[src/rtl/busseq_pkg.sv]
package busseq_pkg;

    typedef enum logic [3:0] {
        ST1_PH1, ST1_PH2, ST2_PH1, ST2_PH2, ST3_PH1, ST3_PH2,
        ST4_PH1, ST4_PH2, ST5_PH1, ST5_PH2, ST6_PH1, ST6_PH2
    } tick_e;

    typedef enum logic [1:0] {
        MC_IDLE, MC_FIRST, MC_SECOND
    } mcyc_e;

    typedef enum logic [2:0] {
        CL_TWO_BYTE = 3'd0,
        CL_ONE_BYTE = 3'd1,
        CL_LONG     = 3'd2,
        CL_XRD      = 3'd3,
        CL_XWR      = 3'd4
    } iclass_e;

    function automatic logic is_xfer(iclass_e c);
        return (c == CL_XRD) || (c == CL_XWR);
    endfunction

    function automatic logic is_two_cycle(iclass_e c);
        return (c == CL_LONG) || is_xfer(c);
    endfunction

endpackage

[src/rtl/busseq_timebase.sv]
module busseq_timebase
    import busseq_pkg::*;
(
    input  logic  clk,
    input  logic  rst,
    output tick_e tick
);

    tick_e tick_d;

    always_comb begin
        unique case (tick)
            ST6_PH2: tick_d = ST1_PH1;
            default: tick_d = tick_e'(tick + 4'd1);
        endcase
    end

    always_ff @(posedge clk) begin
        if (rst) tick <= ST1_PH1;
        else     tick <= tick_d;
    end


    tick_wrap_chk: assert property (@(posedge clk) disable iff (rst)
        (tick == ST6_PH2) |=> (tick == ST1_PH1));

endmodule

[src/rtl/busseq_ctrl.sv]
module busseq_ctrl
    import busseq_pkg::*;
#(
    parameter int DATA_W    = 8,
    parameter int ADDR_W    = 16,
    parameter int INT_BYTES = 4096
) (
    input  logic              clk,
    input  logic              rst,
    input  tick_e             tick,
    input  logic              int_rom_en,
    input  logic [2:0]        ins_class,
    input  logic [ADDR_W-1:0] xptr,
    input  logic [DATA_W-1:0] xwr_byte,
    input  logic [DATA_W-1:0] irom_byte,
    input  logic [DATA_W-1:0] ad_in,
    output mcyc_e             mcyc,
    output iclass_e           cls_q,
    output logic [ADDR_W-1:0] xptr_q,
    output logic [DATA_W-1:0] xwr_q,
    output logic [ADDR_W-1:0] prog_ctr,
    output logic              int_fetch,
    output logic              byte_keep,
    output logic              byte_drop,
    output logic [DATA_W-1:0] fetch_byte,
    output logic [DATA_W-1:0] xdata,
    output logic              xdata_valid
);

    localparam logic [ADDR_W:0] INT_LIM = (ADDR_W+1)'(INT_BYTES);

    mcyc_e mcyc_d;
    logic  read_tick, slot_live, keep_now, drop_now, latch_now, cap_now;

    // machine-cycle state register
    always_ff @(posedge clk) begin
        if (rst) mcyc <= MC_IDLE;
        else     mcyc <= mcyc_d;
    end

    // machine-cycle transitions, taken only at the end of ST6_PH2
    always_comb begin
        mcyc_d = mcyc;
        if (tick == ST6_PH2) begin
            unique case (mcyc)
                MC_IDLE:   mcyc_d = MC_FIRST;
                MC_FIRST:  mcyc_d = is_two_cycle(cls_q) ? MC_SECOND : MC_FIRST;
                MC_SECOND: mcyc_d = MC_FIRST;
                default:   mcyc_d = MC_IDLE;
            endcase
        end
    end

    // fetch decisions for the current tick
    always_comb begin
        read_tick = (tick == ST1_PH2) || (tick == ST4_PH2);
        slot_live = (mcyc == MC_FIRST) || ((mcyc == MC_SECOND) && (cls_q == CL_LONG));
        keep_now  = read_tick && (mcyc == MC_FIRST) &&
                    ((tick == ST1_PH2) || (cls_q == CL_TWO_BYTE));
        drop_now  = read_tick && slot_live && !keep_now;
        latch_now = (mcyc == MC_FIRST) && (tick == ST2_PH1);
        cap_now   = (mcyc == MC_SECOND) && (tick == ST4_PH1) && (cls_q == CL_XRD);
        int_fetch = int_rom_en && ({1'b0, prog_ctr} < INT_LIM);
    end

    always_ff @(posedge clk) begin
        if (rst) begin
            prog_ctr    <= '0;
            cls_q       <= CL_ONE_BYTE;
            xptr_q      <= '0;
            xwr_q       <= '0;
            byte_keep   <= 1'b0;
            byte_drop   <= 1'b0;
            fetch_byte  <= '0;
            xdata       <= '0;
            xdata_valid <= 1'b0;
        end else begin
            byte_keep   <= keep_now;
            byte_drop   <= drop_now;
            xdata_valid <= cap_now;
            if (keep_now) prog_ctr <= prog_ctr + ADDR_W'(1);
            if (keep_now || drop_now) fetch_byte <= int_fetch ? irom_byte : ad_in;
            if (latch_now) begin
                cls_q  <= iclass_e'(ins_class);
                xptr_q <= xptr;
                xwr_q  <= xwr_byte;
            end
            if (cap_now) xdata <= ad_in;
        end
    end


    mcyc_edge_chk: assert property (@(posedge clk) disable iff (rst)
        (mcyc != $past(mcyc)) |-> (tick == ST1_PH1));


    keep_step_chk: assert property (@(posedge clk) disable iff (rst)
        byte_keep |-> (prog_ctr == $past(prog_ctr) + ADDR_W'(1)));


    drop_hold_chk: assert property (@(posedge clk) disable iff (rst)
        byte_drop |-> (prog_ctr == $past(prog_ctr)));


    keep_drop_excl_chk: assert property (@(posedge clk) disable iff (rst)
        !(byte_keep && byte_drop));

endmodule

[src/rtl/busseq_bus.sv]
module busseq_bus
    import busseq_pkg::*;
#(
    parameter int DATA_W = 8,
    parameter int ADDR_W = 16
) (
    input  logic              clk,
    input  logic              rst,
    input  tick_e             tick,
    input  mcyc_e             mcyc,
    input  iclass_e           cls,
    input  logic [ADDR_W-1:0] pc,
    input  logic [ADDR_W-1:0] xptr,
    input  logic [DATA_W-1:0] xwr,
    input  logic              int_fetch,
    output logic              addr_strobe,
    output logic              prog_rd_n,
    output logic              data_rd_n,
    output logic              data_wr_n,
    output logic [DATA_W-1:0] ad_out,
    output logic              ad_oe,
    output logic [DATA_W-1:0] addr_hi
);

    logic running, xfer, quiet, x_first;
    logic addr_slot, read_slot, x_ale, x_lo, x_hi, strobe;

    always_comb begin
        running   = (mcyc != MC_IDLE);
        xfer      = is_xfer(cls);
        quiet     = (mcyc == MC_SECOND) && xfer;
        x_first   = (mcyc == MC_FIRST) && xfer;
        addr_slot = running && !quiet && ((tick == ST1_PH1) || (tick == ST4_PH1));
        read_slot = running && !quiet && ((tick == ST1_PH2) || (tick == ST4_PH2));
        x_ale     = x_first && ((tick == ST5_PH1) || (tick == ST5_PH2));
        x_lo      = x_first && (tick >= ST5_PH1) && (tick <= ST6_PH1);
        x_hi      = (x_first && (tick >= ST5_PH1)) || (quiet && (tick <= ST4_PH1));
        strobe    = (x_first && (tick == ST6_PH2)) || (quiet && (tick <= ST4_PH1));
    end

    always_comb begin
        addr_strobe = addr_slot || x_ale;
        prog_rd_n   = !(read_slot && !int_fetch);
        data_rd_n   = !(strobe && (cls == CL_XRD));
        data_wr_n   = !(strobe && (cls == CL_XWR));
        ad_oe       = addr_slot || x_lo || (strobe && (cls == CL_XWR));
        if (addr_slot)  ad_out = pc[DATA_W-1:0];
        else if (x_lo)  ad_out = xptr[DATA_W-1:0];
        else            ad_out = xwr;
        addr_hi     = x_hi ? xptr[ADDR_W-1:DATA_W] : pc[ADDR_W-1:DATA_W];
    end


    xfer_quiet_chk: assert property (@(posedge clk) disable iff (rst)
        (!data_rd_n || !data_wr_n) |-> (!addr_strobe && prog_rd_n));


    strobe_excl_chk: assert property (@(posedge clk) disable iff (rst)
        !(!data_rd_n && !data_wr_n));


    bus_contend_chk: assert property (@(posedge clk) disable iff (rst)
        (!prog_rd_n || !data_rd_n) |-> !ad_oe);


    idle_quiet_chk: assert property (@(posedge clk) disable iff (rst)
        (mcyc == MC_IDLE) |-> (!addr_strobe && prog_rd_n && data_rd_n && data_wr_n && !ad_oe));

endmodule

[src/rtl/bus_cycle_seq.sv]
module bus_cycle_seq
    import busseq_pkg::*;
#(
    parameter int DATA_W        = 8,
    parameter int INT_ROM_BYTES = 4096
) (
    input  logic                clk,
    input  logic                rst,
    input  logic                int_rom_en,
    input  logic [2:0]          ins_class,
    input  logic [2*DATA_W-1:0] xptr,
    input  logic [DATA_W-1:0]   xwr_byte,
    input  logic [DATA_W-1:0]   irom_byte,
    input  logic [DATA_W-1:0]   ad_in,
    output logic                addr_strobe,
    output logic                prog_rd_n,
    output logic                data_rd_n,
    output logic                data_wr_n,
    output logic [DATA_W-1:0]   ad_out,
    output logic                ad_oe,
    output logic [DATA_W-1:0]   addr_hi,
    output logic [2*DATA_W-1:0] prog_ctr,
    output logic                byte_keep,
    output logic                byte_drop,
    output logic [DATA_W-1:0]   fetch_byte,
    output logic [DATA_W-1:0]   xdata,
    output logic                xdata_valid
);

    localparam int ADDR_W = 2 * DATA_W;

    tick_e             tick;
    mcyc_e             mcyc;
    iclass_e           cls_q;
    logic [ADDR_W-1:0] xptr_q;
    logic [DATA_W-1:0] xwr_q;
    logic              int_fetch;

    busseq_timebase u_time (
        .clk  (clk),
        .rst  (rst),
        .tick (tick)
    );

    busseq_ctrl #(
        .DATA_W    (DATA_W),
        .ADDR_W    (ADDR_W),
        .INT_BYTES (INT_ROM_BYTES)
    ) u_ctrl (
        .clk         (clk),
        .rst         (rst),
        .tick        (tick),
        .int_rom_en  (int_rom_en),
        .ins_class   (ins_class),
        .xptr        (xptr),
        .xwr_byte    (xwr_byte),
        .irom_byte   (irom_byte),
        .ad_in       (ad_in),
        .mcyc        (mcyc),
        .cls_q       (cls_q),
        .xptr_q      (xptr_q),
        .xwr_q       (xwr_q),
        .prog_ctr    (prog_ctr),
        .int_fetch   (int_fetch),
        .byte_keep   (byte_keep),
        .byte_drop   (byte_drop),
        .fetch_byte  (fetch_byte),
        .xdata       (xdata),
        .xdata_valid (xdata_valid)
    );

    busseq_bus #(
        .DATA_W (DATA_W),
        .ADDR_W (ADDR_W)
    ) u_bus (
        .clk         (clk),
        .rst         (rst),
        .tick        (tick),
        .mcyc        (mcyc),
        .cls         (cls_q),
        .pc          (prog_ctr),
        .xptr        (xptr_q),
        .xwr         (xwr_q),
        .int_fetch   (int_fetch),
        .addr_strobe (addr_strobe),
        .prog_rd_n   (prog_rd_n),
        .data_rd_n   (data_rd_n),
        .data_wr_n   (data_wr_n),
        .ad_out      (ad_out),
        .ad_oe       (ad_oe),
        .addr_hi     (addr_hi)
    );

endmodule

[config.mk]
export PLATFORM = sky130hd
export DESIGN_NAME = bus_cycle_seq
export DESIGN_NICKNAME = d
export VERILOG_FILES = /design/src/rtl/busseq_pkg.sv /design/src/rtl/busseq_timebase.sv /design/src/rtl/busseq_ctrl.sv /design/src/rtl/busseq_bus.sv /design/src/rtl/bus_cycle_seq.sv
export SDC_FILE = /design/constraint.sdc
export NUM_CORES = 1
export LEC_CHECK = 0
export BUFFER_PORTS_ARGS = -buffer_cell sky130_fd_sc_hd__buf_2
export CORE_ASPECT_RATIO = 0.9
export CORE_MARGIN = 1
export CORE_UTILIZATION = 52
export CTS_CLUSTER_DIAMETER = 200
export DETAILED_ROUTE_END_ITERATION = 8
export GPL_ROUTABILITY_DRIVEN = 1
export PLACE_DENSITY = 0.82
export REMOVE_ABC_BUFFERS = 1
export SLEW_MARGIN = 15
export SYNTH_ARGS = -nofsm -noshare
export SYNTH_HDL_FRONTEND = slang
export SYNTH_HIERARCHICAL = 1
export SYNTH_SLANG_ARGS = --single-unit
[constraint.sdc]
create_clock -name clk -period 2.3 [get_ports clk]
set_input_delay 0.115 -clock clk [delete_from_list [all_inputs] [get_ports clk]]
set_output_delay 0.115 -clock clk [all_outputs]
set_load 0.02 [all_outputs]
==> results of run 1 <==
## layer usage
| metal | vias up | GRT usage (%) |
|---|---|---|
| li1 | 1655 | - |
| met3 | 16 | 5.99 |
| met5 | - | 0 |
| met1 | 1640 | 36.3 |
| met4 | 0 | 12.5 |
| met2 | 144 | 50.1 |
## timing repair
item / CTS / global route
hold buffers: 12 / 0
pin swaps: 5 / 6
hold endpoints to repair: 12 / 0
resized for setup: 36 / 9
cloned: 2 / 0
endpoints found under the setup margin: 16 / 17
buffers inserted: 6 / 0
## worst register-to-register path: cells and delay by family, from the launching register on
family | cells | cell delay (ps)
AO/OA/AOI/OAI | 2 | 580
AND/OR/NAND/NOR | 2 | 650
flip-flops | 1 | 320
buffers and inverters | 3 | 490
## layout by cell type (no fill, tap or decap), types with 10 or more instances in the layout
cell	count
dlygate4sd3_1	12
nor2_1	17
mux2i_1	17
buf_4	23
or4_1	10
mux2_4	16
buf_6	12
dfxtp_1	60
a21oi_1	52
nand2_1	63
buf_2	92
clkbuf_8	12
## cell type report
type	count	area share, %
multi-input cells	285	42.5
flip-flops and latches	68	30.0
repair buffers	142	20.4
clock buffers	12	3.59
well taps	87	2.37
clock inverters	4	0.681
inverters	6	0.490
## kinds of logic after synthesis
kind of cell / Yosys count
fa+ha+maj: 2
buf+inv: 30
compound gates: 86
mux: 42
flops: 68
simple gates: 150
xor+xnor: 4
## through the flow
step                hold WS [ps]  total power, W  util, %  worst slack [ps]  cell area, µm²
floorplan                    184         0.00127        -               317            3280
global placement             337         0.00135     65.4               208            4060
detailed placement           349         0.00135     65.4               178            4060
CTS                         1.01         0.00231     73.4             -65.1            4560
global route               0.710         0.00238     73.9             -94.5            4590
finish                      13.1         0.00230     73.9             -29.5            4590
## worst paths after layout
path                                                        end  slack (ps)                           from  cells past startpoint
worst min-delay path             u_ctrl/xptr_q[15]$_SDFFE_PP0P_          10                       xptr[15]                      3
worst min register to register    u_ctrl/xptr_q[9]$_SDFFE_PP0P_         460  u_ctrl/xptr_q[9]$_SDFFE_PP0P_                      2
worst max register to register  u_ctrl/prog_ctr[3]$_SDFFE_PP0P_         190   u_ctrl/cls_q[2]$_SDFFE_PP0P_                      7
worst max-delay path                                  ad_out[2]         -30   u_ctrl/cls_q[0]$_SDFFE_PP1P_                      7
## power groups by stage
stage / Combinational, W / Clock, W / Sequential [W]
finish: 0.000169 / 0.000949 / 0.00118
global route: 0.000183 / 0.00101 / 0.00118
CTS: 0.000165 / 0.000959 / 0.00118
detailed placement: 0.000137 / 0 / 0.00122
global placement: 0.000134 / 0 / 0.00122
floorplan: 0.0000459 / 0 / 0.00122
## state kept, by name, indices dropped and copies added (netlist names)
signal              cells
u_ctrl/xdata_valid      1
u_time/tick             4
u_ctrl/xptr_q          16
u_ctrl/mcyc             2
u_ctrl/fetch_byte       8
u_ctrl/xwr_q            8
u_ctrl/prog_ctr        16
u_ctrl/cls_q            3
u_ctrl/byte_keep        1
u_ctrl/byte_drop        1
u_ctrl/xdata            8
==> results.sh, run 1 <==
export IMPL_die_area_um2=6850
export IMPL_drc_errors=0
export IMPL_met2_wirelength_um=4780
export IMPL_clock_sinks=68
export IMPL_cts_root_buf="clkbuf_8"
export IMPL_antenna_found_initial=0
export IMPL_internal_power_w=0.00175
export IMPL_die_h_um=78.6
export IMPL_netlist_instances=382
export IMPL_grt_max_degree=34
export IMPL_synth_edf_count=0
export IMPL_port_buffers=101
export IMPL_route_top_layer_used="met4"
export IMPL_netlist_area_um2=3390
export IMPL_tns_ps=-208
export IMPL_dp_hpwl_um=6290
export IMPL_yosys_warnings=6
export IMPL_crit_top_cell="buf_6"
export IMPL_slew_viol_final=0
export IMPL_p_per_area_nw_per_um2=501
export IMPL_required_ps=2180
export IMPL_synth_area_leaders="dfxtp_1 (40%), a21oi_1 (7.7%), mux2_4 (7.1%)"
export IMPL_drtIter0Drc=306
export IMPL_hold_violations=0
export IMPL_status="finished, violations left"
export IMPL_swShare_pct=24.2
export IMPL_leakagePower_nw=1.93
export IMPL_cp_slowest_cell="or4_4"
export IMPL_regArea_um2=1380
export IMPL_max_clock_freq_ghz=0.429
export IMPL_wl_met1_um=4340
export IMPL_clkSlewWorstSetupHoldPaths_ps=80
export IMPL_endpoint_kind="primary output"
export IMPL_synthXorXnorAreaFrac_pct=1.03
export IMPL_start_util_pct=54.6
export IMPL_power_switching_w=0.000558
export IMPL_htreeDepth=3
export IMPL_grt_pass1_wl_um=15600
export IMPL_hp_class="primary input to flop"
export IMPL_wl_met3_um=523
export IMPL_worstPathArrival_ps=2210
export IMPL_yosys_area_top_type_share_pct=40.1
export IMPL_io_pins=102
export IMPL_rsz0062_at_grt="yes"
export IMPL_synth_seq_area_share_pct=40.1
export IMPL_maxSlewHeadroom_pct=60.2
export IMPL_synth_top_cell_by_area="dfxtp_1"
export IMPL_setup_viol=8
export IMPL_synth_mux_area_share_pct=15.1
export IMPL_synth_avg_cell_area_um2=8.88
export IMPL_skew_ps=7.18
export IMPL_seq_power_share_pct=51.4
export IMPL_routed_wl_um=9790
export IMPL_vias=3455
export IMPL_drive_above_1_share_pct=37.7
export IMPL_cts_buffers=9
export IMPL_yosys_area_share_adder_pct=0.738
export IMPL_synth_common_cells="dfxtp_1 (68), nand2_1 (63), a21oi_1 (52)"
export IMPL_first_pass_iters=5
export IMPL_cts_buffer_depth=2
export IMPL_fillerInstances=494
export IMPL_cp_max_fo=7
export IMPL_cts_tree="yes"
export IMPL_worst_slew_pin_slew_ps=588
export IMPL_min_period_ps=2330
export IMPL_clock_latency_ps=340
export IMPL_nNetsFinal=560
export IMPL_crit_family="simple AND/OR/NAND/NOR gates"
export IMPL_power_frac_comb_pct=7.4
export IMPL_ant_nets=0
export IMPL_setup_slack_ps=-29.5
export IMPL_gp_congestion=0.884
export IMPL_crit_buf_inv=3
export IMPL_fin_cells=604
export IMPL_worstPathCellList="buf_6 -> nand3b_1 -> a31oi_2 -> or4_4 -> buf_8 -> mux2_4 -> buf_6"
export IMPL_min_period_over_period_pct=101
export IMPL_synth_compound_area_share_pct=15.8
export IMPL_route_detailed_wl_per_inst_um=16.2
export IMPL_ys_seq_elements=68
export IMPL_grt_use_total_pct=29.5
export IMPL_async_flop_share_pct=0
export IMPL_dp_cells=568
export IMPL_synth_top_family_by_area="simple AND/OR/NAND/NOR gates"
export IMPL_synthToLayoutAreaGrowth_pct=35.4
export IMPL_synth_simple_area_share_pct=23.3
export IMPL_setup_worst_path_class="flop to primary output"
export IMPL_start_kind="flop"
export IMPL_maxCapViolCount=0
export IMPL_core_area_um2=6220
export IMPL_failed_checks="setup timing"
export IMPL_critPathMaxStageDelay_ps=550
export IMPL_synthMostInstantiatedCell="dfxtp_1"
export IMPL_multi_input_area_um2=1950
export IMPL_rows=27
export IMPL_grt_overflow_total=0
export IMPL_clkPwrFrac_pct=41.2
export IMPL_ir_drop_mv=0.427
export IMPL_grt_pass1_vias=3314
export IMPL_insertedDiodeCount=0
export IMPL_yosysUniqueCellTypes=47
export IMPL_ys_flop_type="dfxtp_1"
export IMPL_die_x_um=87.1
export IMPL_viasPerCell=5.72
Power figures use the tool's default switching activity.
==> inputs of run 2 (changes only) <==
CORE_UTILIZATION = 35   (was 52)
PLACE_DENSITY = 0.59   (was 0.82)
==> results.sh, run 2 (synthesized netlist as in run 1, its figures left out) <==
export IMPL_min_period_ps=2350
export IMPL_setup_slack_ps=-49.3
export IMPL_port_buffers=101
export IMPL_postPlaceCellArea_um2=4120
export IMPL_cts_root_buf="clkbuf_8"
export IMPL_start_kind="flop"
export IMPL_reg_top3="u_ctrl/prog_ctr: 16 flops, u_ctrl/xptr_q: 16 flops"
export IMPL_htreeDepth=3
export IMPL_skew_ps=9.68
export IMPL_hp_class="primary input to flop"
export IMPL_antenna_found_initial=0
export IMPL_ir_drop_mv=0.352
export IMPL_first_pass_iters=4
export IMPL_pre_cts_slack_ps=219
export IMPL_layout_commonest_cell="buf_2"
export IMPL_io_pins=102
export IMPL_gp_congestion=0.794
export IMPL_ant_nets=0
export IMPL_hold_violations=0
export IMPL_setup_viol=8
export IMPL_die_area_um2=10100
export IMPL_leakagePower_nw=1.93
export IMPL_dp_hpwl_um=6470
export IMPL_grt_max_degree=37
export IMPL_cp_max_fo=9
export IMPL_rows=33
export IMPL_fillerInstances=900
export IMPL_core_area_um2=9250
export IMPL_failed_checks="setup timing"
export IMPL_die_h_um=95.4
export IMPL_maxCapViolCount=0
export IMPL_max_clock_freq_ghz=0.426
export IMPL_layout_common_cells="buf_2 (88), dfxtp_1 (65), nand2_1 (63), a21oi_1 (52)"
export IMPL_min_period_over_period_pct=102
export IMPL_p_per_area_nw_per_um2=503
export IMPL_nNetsFinal=558
export IMPL_insertedDiodeCount=0
export IMPL_die_x_um=106
export IMPL_grt_use_total_pct=18.8
export IMPL_vias=3245
export IMPL_drtIter0Drc=159
export IMPL_grt_overflow_total=0
export IMPL_routed_wl_um=9230
export IMPL_cts_buffer_depth=2
export IMPL_slew_viol_final=0
export IMPL_whs_ps=11.0
export IMPL_grt_pass1_wl_um=14900
export IMPL_cts_tree="yes"
export IMPL_synthToLayoutAreaGrowth_pct=36.4
export IMPL_setup_worst_path_class="flop to primary output"
export IMPL_status="finished, violations left"
export IMPL_route_detailed_wl_per_inst_um=14.5
export IMPL_clkSlewWorstSetupHoldPaths_ps=70
export IMPL_worst_slew_pin_slew_ps=671
export IMPL_endpoint_kind="primary output"
export IMPL_viasPerCell=5.11
export IMPL_maxSlewHeadroom_pct=55.3
export IMPL_start_util_pct=36.7
export IMPL_drive_above_1_share_pct=35.3
export IMPL_grt_pass1_vias=3027
export IMPL_drc_errors=0
export IMPL_clock_sinks=68
export IMPL_cts_buffers=9
export IMPL_clock_latency_ps=340
export IMPL_required_ps=2180
export IMPL_design_area_um2=4630
export IMPL_rsz0062_at_grt="yes"
export IMPL_worstPathArrival_ps=2230
-- run 2: changes by cell type in the layout (fill, tap and decap cells not counted), moves of 2 or more --
cell        change
dfxtp_2         -5
buf_8           -2
mux2_4          +8
clkinvlp_4      -3
buf_2           -4
a211o_4         -2
buf_6           +2
mux2_2          -8
dfxtp_1         +5
-- run 2: layer usage --
layer | vias to the layer above | share of wire, % | GRT usage [%]
met4 | 0 | 0.95 | 4.05
met5 | - | 0 | 0
met1 | 1498 | 46 | 23.9
met2 | 100 | 46 | 31.1
li1 | 1639 | - | -
met3 | 8 | 7.0 | 6.49
-- run 2: timing repair --
item,CTS,global route
resized for setup,33,11
hold buffers,12,1
hold endpoints to repair,12,1
buffers inserted,5,0
pin swaps,3,2
endpoints found under the setup margin,16,16
-- run 2: stage by stage --
step | setup TNS (ps) | total power, W | std cells | utilization, %
2_1_floorplan | 0 | 0.00127 | 358 | -
3_3_place_gp | 0 | 0.00135 | 603 | 44.5
3_5_place_dp | 0 | 0.00135 | 603 | 44.5
4_1_cts | -443 | 0.00236 | 634 | 49.5
5_1_grt | -679 | 0.00242 | 635 | 50.0
6_report | -291 | 0.00233 | 635 | 50.0
-- run 2: final timing paths --
kind                                                 startpoint                         endpoint  slack (ps)  cells past startpoint
worst max-delay path               u_ctrl/cls_q[0]$_SDFFE_PP1P_                        ad_out[0]         -50                      6
worst min-delay path                                    xptr[5]    u_ctrl/xptr_q[5]$_SDFFE_PP0P_          10                      3
worst max register to register  u_ctrl/prog_ctr[0]$_SDFFE_PP0P_  u_ctrl/prog_ctr[4]$_SDFFE_PP0P_         270                      5
worst min register to register    u_ctrl/xptr_q[0]$_SDFFE_PP0P_    u_ctrl/xptr_q[0]$_SDFFE_PP0P_         450                      2
-- run 2: final cells by class --
cell class / count / area (µm²) / share of cell area (%)
clock inverter: 2 / 35.0 / 0.757
clock buffer: 12 / 155 / 3.35
inverter: 6 / 22.5 / 0.487
timing repair buffer: 141 / 948 / 20.5
tap: 122 / 153 / 3.30
sequential: 68 / 1370 / 29.6
multi-input combinational: 284 / 1940 / 42.0
-- run 2: critical path, cell delays in order, from the launching register on --
cell and delay [ps]:
dfxtp_1 320, or3b_4 410, a211o_1 310, buf_12 160, mux2_4 290, mux2_4 250
buf_2 160
-- run 2: report_power, final --
part           switching (W)  leakage [nW]  internal, W  total (W)
logic              0.0000833          1.28    0.0000793   0.000163
clock network       0.000433        0.0983     0.000547   0.000980
registers         0.00000410         0.550      0.00118    0.00119
==> inputs of run 3 (changes only) <==
CORE_UTILIZATION = 30   (was 35)
PLACE_DENSITY = 0.52   (was 0.59)
==> results.sh, run 3 (synthesized netlist as in run 1, its figures left out) <==
export IMPL_status="finished, violations left"
export IMPL_failed_checks="setup timing"
export IMPL_drc_errors=0
export IMPL_min_period_ps=2320
export IMPL_vias=3246
export IMPL_die_h_um=103
export IMPL_drive_above_1_share_pct=37.7
export IMPL_critPathMaxStageDelay_ps=390
export IMPL_cts_buffer_depth=2
export IMPL_reg2regPathDepth=7
export IMPL_grt_pass1_vias=3083
export IMPL_r2r_start="u_ctrl/cls_q[2]$_SDFFE_PP0P_"
export IMPL_gp_congestion=0.760
export IMPL_rows=36
export IMPL_port_buffers=101
export IMPL_endpoint_kind="primary output"
export IMPL_synthToLayoutAreaGrowth_pct=37.6
export IMPL_max_clock_freq_ghz=0.430
export IMPL_maxSlewHeadroom_pct=66.2
export IMPL_cts_tree="yes"
export IMPL_rsz0062_at_grt="yes"
export IMPL_clock_sinks=68
export IMPL_viasPerCell=4.95
export IMPL_p_per_area_nw_per_um2=586
export IMPL_regArea_um2=1380
export IMPL_cts_root_buf="clkbuf_16"
export IMPL_worst_slew_pin_slew_ps=500
export IMPL_required_ps=2180
export IMPL_maxCapViolCount=0
export IMPL_core_area_um2=10900
export IMPL_worstPathCellList="buf_6 -> nand3b_1 -> buf_4 -> a211o_4 -> mux2_4 -> mux2_4 -> buf_6"
export IMPL_crit_start="u_ctrl/cls_q[2]$_SDFFE_PP0P_"
export IMPL_grt_max_degree=30
export IMPL_timing_rr_end="u_ctrl/prog_ctr[15]$_SDFFE_PP0P_"
export IMPL_setup_worst_path_class="flop to primary output"
export IMPL_die_x_um=114
export IMPL_pre_cts_slack_ps=121
export IMPL_start_util_pct=31.1
export IMPL_whs_path_depth=2
export IMPL_cts_buffers=9
export IMPL_reg2reg_slack_ps=250
export IMPL_reg_top3="u_ctrl/prog_ctr: 16 flops, u_ctrl/xptr_q: 16 flops"
export IMPL_grt_use_total_pct=16.9
export IMPL_skew_ps=7.31
export IMPL_drtIter0Drc=116
export IMPL_grt_pass1_wl_um=15400
export IMPL_whs_ps=16.7
export IMPL_layout_common_cells="buf_2 (89), nand2_1 (63), dfxtp_1 (62), a21oi_1 (52), buf_4 (25)"
export IMPL_leakagePower_nw=1.91
export IMPL_setup_slack_ps=-24.9
export IMPL_hp_class="primary input to flop"
export IMPL_ant_nets=0
export IMPL_dp_hpwl_um=6700
export IMPL_multi_input_area_um2=1970
export IMPL_die_area_um2=11700
export IMPL_min_period_over_period_pct=101
export IMPL_postCtsHoldBufs=0
export IMPL_route_detailed_wl_per_inst_um=14.9
export IMPL_grt_overflow_total=0
export IMPL_htreeDepth=3
export IMPL_first_pass_iters=4
export IMPL_routed_wl_um=9750
export IMPL_antenna_found_initial=0
export IMPL_worstPathArrival_ps=2210
export IMPL_whs_endpoint="u_ctrl/cls_q[0]$_SDFFE_PP1P_"
export IMPL_layout_commonest_cell="buf_2"
export IMPL_clkSlewWorstSetupHoldPaths_ps=50
export IMPL_io_pins=102
export IMPL_cp_max_fo=5
export IMPL_insertedDiodeCount=0
export IMPL_ir_drop_mv=0.261
export IMPL_hold_start="ins_class[0]"
export IMPL_slew_viol_final=0
export IMPL_setup_viol=8
export IMPL_clock_latency_ps=330
export IMPL_nNetsFinal=547
export IMPL_cp_slowest_cell="a211o_4"
export IMPL_start_kind="flop"
export IMPL_fillerInstances=1131
export IMPL_hold_violations=0
## run 3: layout make-up
type / count / share of cell area (%)
repair buffers: 128 / 17.1
multi-input cells: 286 / 42.3
clock inverters: 5 / 1.31
flip-flops and latches: 68 / 29.5
inverters: 6 / 0.483
well taps: 152 / 4.08
clock buffers: 11 / 5.20
## run 3: worst max-delay path by stage
stage / endpoint / slack (ps) / cells past startpoint
after floorplan: ad_out[0] / 320 / 4
after global placement: addr_hi[0] / 170 / 5
after detailed placement: ad_out[2] / 120 / 6
after CTS: ad_out[6] / -30 / 5
after global routing: ad_out[2] / -70 / 7
final: ad_out[6] / -20 / 7
## run 3: per-stage QoR
step | instance area (µm²) | total power [W] | setup TNS, ps | instances | utilization, %
after floorplan | 3280 | 0.00127 | 0 | 358 | -
after detailed placement | 4130 | 0.00136 | 0 | 631 | 37.9
after global routing | 4670 | 0.00284 | -514 | 656 | 42.8
after CTS | 4600 | 0.00278 | -172 | 653 | 42.2
final | 4670 | 0.00273 | -103 | 656 | 42.8
after global placement | 4130 | 0.00135 | 0 | 631 | 37.9
## run 3: per-layer routing
layer,GRT usage [%],wire length [µm],up-vias
met5,0,0,-
li1,-,-,1636
met4,3.90,67,0
met3,5.47,546,7
met2,28.2,4460,78
met1,21.4,4670,1525
## run 3: power by group
group / leakage [nW] / switching [W] / internal, W
registers: 0.551 / 0.00000374 / 0.00118
logic: 1.22 / 0.0000892 / 0.0000675
clock network: 0.138 / 0.000521 / 0.000871
total: 1.91 / 0.000614 / 0.00212
## run 3: what timing repair did
action	CTS	global route
resized for setup	33	14
cloned	1	1
pin swaps	3	4
buffers inserted	5	2
endpoints found under the setup margin	18	14
## run 3: critical path: cells and delay by family, from the launching register on
family,cells,cell delay (ps)
AO/OA/AOI/OAI,1,390
buffers and inverters,3,420
flip-flops,1,320
multiplexers,2,580
AND/OR/NAND/NOR,1,180
